--- src/rtl/irq_arb_pkg.sv ---
package irq_arb_pkg;
    localparam int WORD_BASE  = 0;
    localparam int WORD_EN    = 1;
    localparam int WORD_FLAG  = 2;
    localparam int WORD_CTRL  = 3;
    localparam int WORD_PRIO0 = 4;
    localparam int EXC_NMI    = 2;
    localparam int EXC_IRQ0   = 16;
    localparam int PRIO_BITS  = 2;
    typedef logic [PRIO_BITS-1:0] prio_code_t;
endpackage

--- src/rtl/irq_cfg_regs.sv ---
module irq_cfg_regs
    import irq_arb_pkg::*;
#(
    parameter int N  = 32,
    parameter int AW = 32
) (
    input  logic                    clk,
    input  logic                    rst_n,
    input  logic                    wr_en,
    input  logic [5:0]              wr_word,
    input  logic [31:0]             wr_data,
    output logic [AW-3:0]           base_o,
    output logic [N-1:0]            en_o,
    output logic [N-1:0][PRIO_BITS-1:0] prio_o,
    output logic                    route_o
);
    localparam int PW = (N + 3) / 4;

    typedef struct packed {
        logic [AW-3:0]                 base;
        logic [N-1:0]                  en;
        logic [N-1:0][PRIO_BITS-1:0]   prio;
        logic                          route;
    } cfg_t;

    cfg_t cfg_d, cfg_q;

    always_comb begin
        cfg_d = cfg_q;
        if (wr_en) begin
            case (int'(wr_word))
                WORD_BASE: cfg_d.base  = wr_data[AW-1:2];
                WORD_EN:   cfg_d.en    = wr_data[N-1:0];
                WORD_CTRL: cfg_d.route = wr_data[0];
                default: begin
                    if (int'(wr_word) >= WORD_PRIO0 && int'(wr_word) < WORD_PRIO0 + PW) begin
                        for (int k = 0; k < 4; k++) begin
                            int idx;
                            idx = (int'(wr_word) - WORD_PRIO0) * 4 + k;
                            if (idx < N)
                                cfg_d.prio[idx] = wr_data[8*k+6 +: PRIO_BITS];
                        end
                    end
                end
            endcase
        end
    end

    always_ff @(posedge clk or negedge rst_n) begin
        if (!rst_n) cfg_q <= '0;
        else        cfg_q <= cfg_d;
    end

    assign base_o  = cfg_q.base;
    assign en_o    = cfg_q.en;
    assign prio_o  = cfg_q.prio;
    assign route_o = cfg_q.route;
endmodule

--- src/rtl/irq_flag_bank.sv ---
module irq_flag_bank #(
    parameter int N = 32
) (
    input  logic         clk,
    input  logic         rst_n,
    input  logic [N-1:0] evt_i,
    input  logic [N-1:0] clr_i,
    input  logic         wdt_i,
    input  logic         route_i,
    input  logic         nmi_clr_i,
    output logic [N-1:0] flag_o,
    output logic         nmi_o,
    output logic         rst_req_o
);
    typedef struct packed {
        logic [N-1:0] flag;
        logic         nmi;
        logic         rst_req;
    } fb_t;

    fb_t fb_d, fb_q;

    always_comb begin
        fb_d         = fb_q;
        fb_d.flag    = (fb_q.flag & ~clr_i) | evt_i;
        fb_d.nmi     = (fb_q.nmi & ~nmi_clr_i) | (wdt_i & route_i);
        fb_d.rst_req = wdt_i & ~route_i;
    end

    always_ff @(posedge clk or negedge rst_n) begin
        if (!rst_n) fb_q <= '0;
        else        fb_q <= fb_d;
    end

    assign flag_o    = fb_q.flag;
    assign nmi_o     = fb_q.nmi;
    assign rst_req_o = fb_q.rst_req;
endmodule

--- src/rtl/irq_prio_select.sv ---
module irq_prio_select
    import irq_arb_pkg::*;
#(
    parameter int N  = 32,
    parameter int IW = $clog2(N)
) (
    input  logic [N-1:0]                active_i,
    input  logic [N-1:0][PRIO_BITS-1:0] prio_i,
    output logic                        hit_o,
    output logic [IW-1:0]               win_o
);
    always_comb begin
        prio_code_t best;
        hit_o = 1'b0;
        win_o = '0;
        best  = '1;
        for (int i = 0; i < N; i++) begin
            if (active_i[i] && (!hit_o || prio_i[i] < best)) begin
                hit_o = 1'b1;
                best  = prio_i[i];
                win_o = IW'(i);
            end
        end
    end
endmodule

--- src/rtl/irq_vec_gen.sv ---
module irq_vec_gen
    import irq_arb_pkg::*;
#(
    parameter int AW = 32,
    parameter int IW = 5,
    parameter int EW = 6
) (
    input  logic          nmi_i,
    input  logic          hit_i,
    input  logic [IW-1:0] win_i,
    input  logic [AW-3:0] base_i,
    output logic          valid_o,
    output logic [EW-1:0] exc_o,
    output logic [AW-1:0] addr_o
);
    always_comb begin
        valid_o = nmi_i | hit_i;
        exc_o   = '0;
        addr_o  = '0;
        if (nmi_i)
            exc_o = EW'(EXC_NMI);
        else if (hit_i)
            exc_o = EW'(win_i) + EW'(EXC_IRQ0);
        if (valid_o)
            addr_o = {base_i, 2'b00} + AW'({exc_o, 2'b00});
    end
endmodule

--- src/rtl/irq_vector_arbiter.sv ---
module irq_vector_arbiter
    import irq_arb_pkg::*;
#(
    parameter int N  = 32,
    parameter int AW = 32,
    parameter int IW = $clog2(N),
    parameter int EW = $clog2(N + EXC_IRQ0)
) (
    input  logic          clk,
    input  logic          rst_n,
    input  logic          wr_en,
    input  logic [7:0]    wr_addr,
    input  logic [31:0]   wr_data,
    input  logic [7:0]    rd_addr,
    output logic [31:0]   rd_data,
    input  logic [N-1:0]  irq_event,
    input  logic          wdt_event,
    output logic          irq_valid,
    output logic [EW-1:0] irq_excnum,
    output logic [AW-1:0] vec_addr,
    output logic          nmi_active,
    output logic          sys_reset_req
);
    localparam int PW = (N + 3) / 4;

    logic [5:0]                  wr_word, rd_word;
    logic [AW-3:0]               cfg_base;
    logic [N-1:0]                cfg_en;
    logic [N-1:0][PRIO_BITS-1:0] cfg_prio;
    logic                        cfg_route;
    logic [N-1:0]                flags, clr_mask;
    logic                        nmi_clr;
    logic                        hit;
    logic [IW-1:0]               win;

    assign wr_word  = wr_addr[7:2];
    assign rd_word  = rd_addr[7:2];
    assign clr_mask = (wr_en && int'(wr_word) == WORD_FLAG) ? wr_data[N-1:0] : '0;
    assign nmi_clr  = wr_en && int'(wr_word) == WORD_CTRL && wr_data[1];

    irq_cfg_regs #(.N(N), .AW(AW)) u_cfg (
        .clk(clk), .rst_n(rst_n), .wr_en(wr_en), .wr_word(wr_word), .wr_data(wr_data),
        .base_o(cfg_base), .en_o(cfg_en), .prio_o(cfg_prio), .route_o(cfg_route)
    );

    irq_flag_bank #(.N(N)) u_flags (
        .clk(clk), .rst_n(rst_n), .evt_i(irq_event), .clr_i(clr_mask),
        .wdt_i(wdt_event), .route_i(cfg_route), .nmi_clr_i(nmi_clr),
        .flag_o(flags), .nmi_o(nmi_active), .rst_req_o(sys_reset_req)
    );

    irq_prio_select #(.N(N), .IW(IW)) u_sel (
        .active_i(flags & cfg_en), .prio_i(cfg_prio), .hit_o(hit), .win_o(win)
    );

    irq_vec_gen #(.AW(AW), .IW(IW), .EW(EW)) u_vec (
        .nmi_i(nmi_active), .hit_i(hit), .win_i(win), .base_i(cfg_base),
        .valid_o(irq_valid), .exc_o(irq_excnum), .addr_o(vec_addr)
    );

    always_comb begin
        rd_data = '0;
        case (int'(rd_word))
            WORD_BASE: rd_data[AW-1:0] = {cfg_base, 2'b00};
            WORD_EN:   rd_data[N-1:0]  = cfg_en;
            WORD_FLAG: rd_data[N-1:0]  = flags;
            WORD_CTRL: rd_data[1:0]    = {nmi_active, cfg_route};
            default: begin
                if (int'(rd_word) >= WORD_PRIO0 && int'(rd_word) < WORD_PRIO0 + PW) begin
                    for (int k = 0; k < 4; k++) begin
                        int idx;
                        idx = (int'(rd_word) - WORD_PRIO0) * 4 + k;
                        if (idx < N)
                            rd_data[8*k+6 +: PRIO_BITS] = cfg_prio[idx];
                    end
                end
            end
        endcase
    end
endmodule

--- config.mk ---
export PLATFORM = sky130hd
export DESIGN_NAME = irq_vector_arbiter
export DESIGN_NICKNAME = d
export VERILOG_FILES = /design/src/rtl/irq_arb_pkg.sv /design/src/rtl/irq_cfg_regs.sv /design/src/rtl/irq_flag_bank.sv /design/src/rtl/irq_prio_select.sv /design/src/rtl/irq_vec_gen.sv /design/src/rtl/irq_vector_arbiter.sv
export SDC_FILE = /design/constraint.sdc
export NUM_CORES = 1
export LEC_CHECK = 0
export ABC_AREA = 1
export CAP_MARGIN = 40
export CORE_MARGIN = 2
export CORE_UTILIZATION = 45
export DETAILED_ROUTE_END_ITERATION = 10
export GPL_ROUTABILITY_DRIVEN = 0
export GPL_TIMING_DRIVEN = 0
export MAX_ROUTING_LAYER = met4
export PLACE_DENSITY_LB_ADDON = 0.12
export SKIP_LAST_GASP = 1
export SLEW_MARGIN = 10
export SYNTH_ARGS = -nofsm -noshare
export SYNTH_HDL_FRONTEND = slang
export SYNTH_HIERARCHICAL = 1
export SYNTH_SLANG_ARGS = --single-unit
export TNS_END_PERCENT = 30
--- constraint.sdc ---
create_clock -name clk -period 16.7 [get_ports clk]
set_clock_uncertainty 0.2 [all_clocks]
set_input_delay 1.67 -clock clk [delete_from_list [all_inputs] [get_ports clk]]
set_output_delay 1.67 -clock clk [all_outputs]
set_load 0.05 [all_outputs]
# --- Word level (Yosys, flattened, before mapping) ---
# Index checks and enable logic that the tools add are counted.
word_totals:
  regBits: 161
  in_bits: 84
  output_inout_bits: 73
  word_cells: 383
op_classes:
  add_sub_neg: 10
  n_lt_le_gt_ge: 55
  n_eq_ne: 7
  muxes: 152
  bitwise_logic: 12
  reduce_logical: 109
op_table:
  columns: ["op", "count"]
  rows:
  - ["$mux 64", 13]
  - ["$lt 32x7->1 const B", 12]
  - ["$bwmux 64", 4]
  - ["$ge 32x1->1 const B", 4]
  - ["$mux 2", 53]
  - ["$mux 5", 16]
  - ["$add 32x3->32 const B", 2]
  - ["$and 32x32->32", 2]
  - ["$mux 32", 2]
  - ["$lt 2x2->1", 31]
  - ["$pmux 6 s3", 3]
  - ["$logic_and 1x1->1", 40]
  - ["$mux 1", 33]
  - ["$add 32x2->32 const B", 1]
  - ["$add 32x8->32", 1]
  - ["$mux 4", 8]
  - ["$not 32->32", 1]
  - ["$or 32x32->32", 1]
  - ["$pmux 2 s4", 4]
  - ["$logic_not 1->1", 31]
  - ["$logic_or 1x1->1", 31]
  - ["$bmux 2 s5", 3]
  - ["$demux 2 s5", 3]
  - ["$add 9x3->10 const B", 2]
  - ["other kinds (23)", 44]

# --- Longest topological paths before layout ---
depth:
  ltp_word: 131
  mapped_depth: 202
  ltp_nobuf: 202

# --- Cells and area by module ---
# The synthesis kept the hierarchy.
by_module_without_submodules:
  columns: ["module", "instances", "cells_each", "area_per_inst_um2", "seq_area_each_um2"]
  rows:
  - ["irq_cfg_regs", 1, 605, 5382.7, 3178.0]
  - ["irq_prio_select", 1, 649, 2840.2, 0.0]
  - ["irq_vector_arbiter", 1, 491, 2087.0, 0.0]
  - ["irq_flag_bank", 1, 168, 1353.8, 850.8]
  - ["irq_vec_gen", 1, 274, 1285.0, 0.0]

# --- Worst setup path after synthesis ---
# OpenSTA, ideal clock, no wires.
synth_path:
  path_kind: "reg-to-output"
  start: "register u_cfg.cfg_q (netlist bit u_cfg/en_o[0])"
  end: "output vec_addr[21]"
  t_arrival_ns: 16.176
  required_time_ns: 14.830
  path_slack_ns: -1.346
  stages_incl_launch_ff: 199
  path_buffers: 0
  cell_sequence: "dfrtp_1 nand2_1 inv_1 nand2_1 nand2_1 nand2_2 nand2_1 nand2_1 nand2_1 nand2_1 nand2_2 nand2_2 nand2_1 nand2_1 nor2_1 nand2_1 nand2_2 nand2_2 [163 not listed] o21ai_0 ha_1 nand2_1 nand2_1 nand2_1 nand2_2 nand2_1 nor3b_1 ha_1 nand2_1 nand2_1 a21boi_1 nand2_2 nand2_2 nor2_2 nand2_1 nand2_1 nor2_1"
synth_between:
  elab_chain_cells: 131
  elab_cells_between_ends: 225
  classes_between: "add/sub (2); order compare (31); mux (97); bitwise (2); reduce/logical (93)"
synth_rtl:
  columns: ["item", "line_no", "text"]
  rows:
  - ["from (decl)", "irq_cfg_regs.sv:26", "cfg_t cfg_d, cfg_q;"]
  - ["from (signal assigned)", "irq_cfg_regs.sv:51", "else cfg_q <= cfg_d;"]
  - ["$and 32x32->32 *", "irq_vector_arbiter.sv:53", ".active_i(flags & cfg_en), .prio_i(cfg_prio), .hit_o(hit), .win_o(win)"]
  - ["$mux 2 or $mux 1 (tied branches)", "irq_prio_select.sv:18", "if (active_i[i] && (!hit_o || prio_i[i] < best)) begin"]
  - ["$lt 2x2->1 or $logic_not 1->1 (tied branches)", "irq_prio_select.sv:18", null]
  - ["$logic_or 1x1->1", "irq_prio_select.sv:18", null]
  - ["$logic_and 1x1->1", "irq_prio_select.sv:18", null]
  - ["$mux 2 or $mux 1 (tied branches)", "irq_prio_select.sv:18", null]
  - ["$lt 2x2->1 or $logic_not 1->1 (tied branches)", "irq_prio_select.sv:18", null]
  - ["$logic_or 1x1->1", "irq_prio_select.sv:18", null]
  - ["[117 not listed]", null, null]
  - ["$mux 5 *", "irq_prio_select.sv:18", null]
  - ["via win[4]", "irq_vector_arbiter.sv:34", "logic [IW-1:0] win;"]
  - ["$add 5x5->6 *", "irq_vec_gen.sv:23", "exc_o = EW'(win_i) + EW'(EXC_IRQ0);"]
  - ["$mux 6 *", "irq_vec_gen.sv:22", "else if (hit_i)"]
  - ["$mux 6 *", "irq_vec_gen.sv:20", "if (nmi_i)"]
  - ["via irq_excnum[4]", "irq_vector_arbiter.sv:19", "output logic [EW-1:0] irq_excnum,"]
  - ["$add 32x8->32 *", "irq_vec_gen.sv:25", "addr_o = {base_i, 2'b00} + AW'({exc_o, 2'b00});"]
  - ["$mux 32 *", "irq_vec_gen.sv:24", "if (valid_o)"]
  - ["to (decl)", "irq_vector_arbiter.sv:20", "output logic [AW-1:0] vec_addr,"]
# Mark *: on every way through the listed nets, which the timed path passes. The rest lies on a longest branch.

# --- Worst setup path after layout ---
layout_path:
  start: "register u_flags.fb_q (netlist bit u_flags/flag_o[0])"
  end: "output vec_addr[14]"
layout_between:
  elab_chain_cells: 131
  elab_cells_between_ends: 225
  classes_between: "add/sub (2); order compare (31); mux (97); bitwise (2); reduce/logical (93)"
layout_rtl:
  columns: ["item", "line_no", "text"]
  rows:
  - ["from (decl)", "irq_flag_bank.sv:21", "fb_t fb_d, fb_q;"]
  - ["from (signal assigned)", "irq_flag_bank.sv:31", "if (!rst_n) fb_q <= '0;"]
  - ["from (signal assigned)", "irq_flag_bank.sv:32", "else fb_q <= fb_d;"]
  - ["$and 32x32->32 *", "irq_vector_arbiter.sv:53", null]
  - ["$mux 2 or $mux 1 (tied branches)", "irq_prio_select.sv:18", null]
  - ["$lt 2x2->1 or $logic_not 1->1 (tied branches)", "irq_prio_select.sv:18", null]
  - ["$logic_or 1x1->1", "irq_prio_select.sv:18", null]
  - ["$logic_and 1x1->1", "irq_prio_select.sv:18", null]
  - ["$mux 2 or $mux 1 (tied branches)", "irq_prio_select.sv:18", null]
  - ["$lt 2x2->1 or $logic_not 1->1 (tied branches)", "irq_prio_select.sv:18", null]
  - ["$logic_or 1x1->1", "irq_prio_select.sv:18", null]
  - ["[116 not listed]", null, null]
  - ["$logic_and 1x1->1", "irq_prio_select.sv:18", null]
  - ["$mux 5 *", "irq_prio_select.sv:18", null]
  - ["via win[0]", "irq_vector_arbiter.sv:34", null]
  - ["$add 5x5->6 *", "irq_vec_gen.sv:23", null]
  - ["$mux 6 *", "irq_vec_gen.sv:22", null]
  - ["$mux 6 *", "irq_vec_gen.sv:20", null]
  - ["$add 32x8->32 *", "irq_vec_gen.sv:25", null]
  - ["$mux 32 *", "irq_vec_gen.sv:24", null]
# Marks and branches as above.

==> impl_metrics.json <==
{
  "async_reset_ff_frac": 1.00,
  "dp_cells": 2723,
  "firstDrtPassIters": 7,
  "grt_use_total": 0.313,
  "hp-start": "u_cfg/route_o",
  "die_w_um": 174,
  "first_global_vias": 13338,
  "reg2reg_to": "u_cfg/en_o[1]",
  "yosys.area_share.simple": 0.464,
  "layout-drive-gt1-share": 0.206,
  "hold-path-endpoint": "u_flags/rst_req_o",
  "worst_pin_slew_ps": 811,
  "drc": 0,
  "synth_top_area_frac": 0.311,
  "num_vias": 14782,
  "portBuffers": 150,
  "yosys_warnings": 6,
  "ys_ff_latch": 161,
  "internal-power_mw": 1.06,
  "first_iter_violations": 1369,
  "num-nets-final": 2546,
  "cp-end-kind": "output port",
  "htreeDepth": 4,
  "cts_tree": "yes",
  "yosys-top-cells-area": "dfrtp_1 31%, nand2_1 22%, inv_1 12%, nand3_1 10%, nor2_1 7.0%",
  "path_max_fanout": 6,
  "drv_slew": 0,
  "synth_compound_area_frac": 0.0585,
  "slew_headroom": 0.459,
  "hp-class": "register to register",
  "grt_pass1_wl_um": 71400,
  "p_leak_nw": 9.18,
  "power.switching_mw": 0.933,
  "power_frac_seq": 0.235,
  "power_frac_comb": 0.567,
  "clkPwrFrac": 0.197,
  "utilization": 0.602,
  "wire_per_inst_um": 16.7,
  "worstPathArrival_ps": 17740,
  "synth_mux_area_frac": 0.000870,
  "ant_nets": 0,
  "p_sw_frac": 0.468,
  "clock-sinks": 161,
  "postRouteWirelength_um": 47600,
  "start_util": 0.454,
  "rr_startpoint": "u_cfg/en_o[1]",
  "fmax_ghz": 0.0510,
  "synth-edff-count": 0,
  "crit_path_top_delay_cell": "dfrtp_1",
  "synth_top_area_cell": "dfrtp_1",
  "syn_area_mm2": 0.0129,
  "synth-adder-area-share": 0.0189,
  "rsz0062_at_grt": "yes",
  "required_ps": 14830,
  "outcome": "complete, but fails checks",
  "ys_top_cells_by_count": "742 x nand2_1, 409 x inv_1, 270 x nand3_1, 240 x nor2_1, 161 x dfrtp_1",
  "yosysMostFrequentCell": "nand2_1",
  "cts_buffer_depth": 2,
  "avgSynthCellArea_um2": 5.92,
  "peakVddDrop_mv": 0.0774,
  "antenna_found_initial": 0,
  "die_h_um": 174,
  "dp_hpwl_um": 35400,
  "syn_inst": 2187,
  "power.total_mw": 1.99,
  "synth-seq-area-share": 0.311,
  "min_path_cells": 1,
  "hold_violations": 0,
  "p_per_area_mw_per_mm2": 116,
  "cts_root_buffer": "clkbuf_16",
  "cts_made_buffers": 17,
  "core_area_mm2": 0.0285,
  "max_stage_delay_ps": 390,
  "layout.cells.non_filler": 2840,
  "period_minus_slack_ps": 19610,
  "clk_latency_ps": 440,
  "synth_top_family_by_area": "simple AND/OR/NAND/NOR gates",
  "synth_ff_type": "dfrtp_1",
  "post_synth_xor_area_fraction": 0.00338,
  "crit_path_frequent_cell": "nand2_2",
  "dieArea_mm2": 0.0301,
  "synthDistinctLibCells": 48,
  "worst_slack_ps": -2910,
  "r2r_cells": 2,
  "violations": "setup timing",
  "regToRegSetupSlack_ps": 15590,
  "setup_viol": 36,
  "via_per_inst": 5.20,
  "grt.overflow.total": 0,
  "io_pins": 157,
  "area_delta_synth_final_pct": 32.7,
  "nFillCells": 2772,
  "rows": 62,
  "clk_pin_slew_ps": 70,
  "diodes": 0,
  "grt_max_degree": 104,
  "final.period_utilization": 1.17,
  "path_class": "register to output port",
  "startpoint_type": "register",
  "cap_violations": 0
}
==> through the flow <==
| step | cell area, um^2 | setup WS (ps) | hold slack (ps) | setup TNS (ps) |
|---|---|---|---|---|
| finish | 17200 | -2910 | 298 | -99570 |
| global route | 17200 | -4410 | 323 | -153220 |
| CTS | 16200 | -2060 | 294 | -68310 |
| detailed placement | 15200 | -2800 | 281 | -85200 |
| global placement | 15200 | -2480 | 278 | -73260 |
| floorplan | 13200 | 5.90 | 243 | 0 |
==> area by class of cell <==
cell class | instances | area [um^2] | area share
flip-flops and latches | 161 | 4030 | 0.234
clock inverters | 14 | 140 | 0.00816
plain buffers | 48 | 274 | 0.0159
well taps | 384 | 480 | 0.0280
repair buffers | 236 | 2190 | 0.127
inverters | 421 | 1590 | 0.0923
multi-input cells | 1558 | 8060 | 0.469
clock buffers | 18 | 429 | 0.0250
==> logic make-up after synthesis <==
logic type | after synthesis
and+or+nand+nor | 1386
xor gates and xnor gates | 5
other | 1
muxes | 1
DFF | 161
AOI/OAI and AO/OA | 145
buffers and inverters | 469
adders and majority gates | 19
==> routing by layer <==
layer	wire (um)	vias to the layer above	global-route usage
li1	-	7149	-
met1	19700	6861	0.405
met2	22200	669	0.500
met3	4140	103	0.0572
met4	1460	0	0.0991
met5	0	-	-
==> sequential cells by signal (all words and copies together), names as in the netlist <==
register / count
u_flags/rst_req_o: 1
u_cfg/base_o: 30
u_flags/nmi_o: 1
u_cfg/prio_o: 64
u_flags/flag_o: 32
u_cfg/en_o: 32
u_cfg/route_o: 1
==> repair_timing <==
action | CTS | global route
gates resized for setup | 214 | 183
setup buffers | 30 | 55
pin swaps | 48 | 111
hold buffers | 0 | 0
endpoints found under the setup margin | 36 | 36
==> critical path, delay by kind of cell, from the launching register on <==
family	cells	cell delay, ps
simple gates	187	15100
buf+inv	6	550
fa+ha+maj	4	1060
flops	1	390
compound gates	2	110
==> layout by cell type, fill, tap and decap left out, types with 3 or more instances in the layout <==
cell type and count:
clkdlybuf4s50_1 120, dfrtp_1 161, clkinvlp_4 4, buf_4 89
nor2_4 29, inv_8 6, inv_1 401, nand3_1 250
nand2_1 638, buf_8 4, a21oi_1 53, or2_2 3
inv_2 17, a21oi_4 4, clkbuf_16 17, xor2_1 3
buf_2 31, ha_1 13, ha_4 5, nor2_1 197
nand2_2 136, o21ai_1 8, nor2_2 36, a21oi_2 7
nor3_1 3, nand3_4 3, a31oi_1 3, nand4_1 12
clkbuf_1 12, o21ai_0 60, buf_6 23, nand3_2 22
nand2_4 41
==> power by group through the flow <==
stage | sequential, mW | combinational, mW | clock [mW]
6_report | 0.469 | 1.13 | 0.393
5_1_grt | 0.473 | 1.23 | 0.413
4_1_cts | 0.466 | 0.899 | 0.396
3_5_place_dp | 0.473 | 0.834 | 0
3_3_place_gp | 0.472 | 0.821 | 0
2_1_floorplan | 0.458 | 0.631 | 0
==> worst max-delay path by stage <==
stage / cells past startpoint / slack [ps] / from / end
after floorplan: 198 / 6 / u_flags/flag_o[0] / vec_addr[21]
after global placement: 196 / -2480 / u_flags/flag_o[1] / vec_addr[14]
after detailed placement: 196 / -2800 / u_flags/flag_o[1] / vec_addr[14]
after CTS: 200 / -2060 / u_flags/flag_o[0] / vec_addr[15]
after global routing: 202 / -4410 / u_cfg/en_o[0] / vec_addr[20]
final: 199 / -2910 / u_flags/flag_o[0] / vec_addr[14]
No activity file was read; power rests on OpenSTA's default activity.
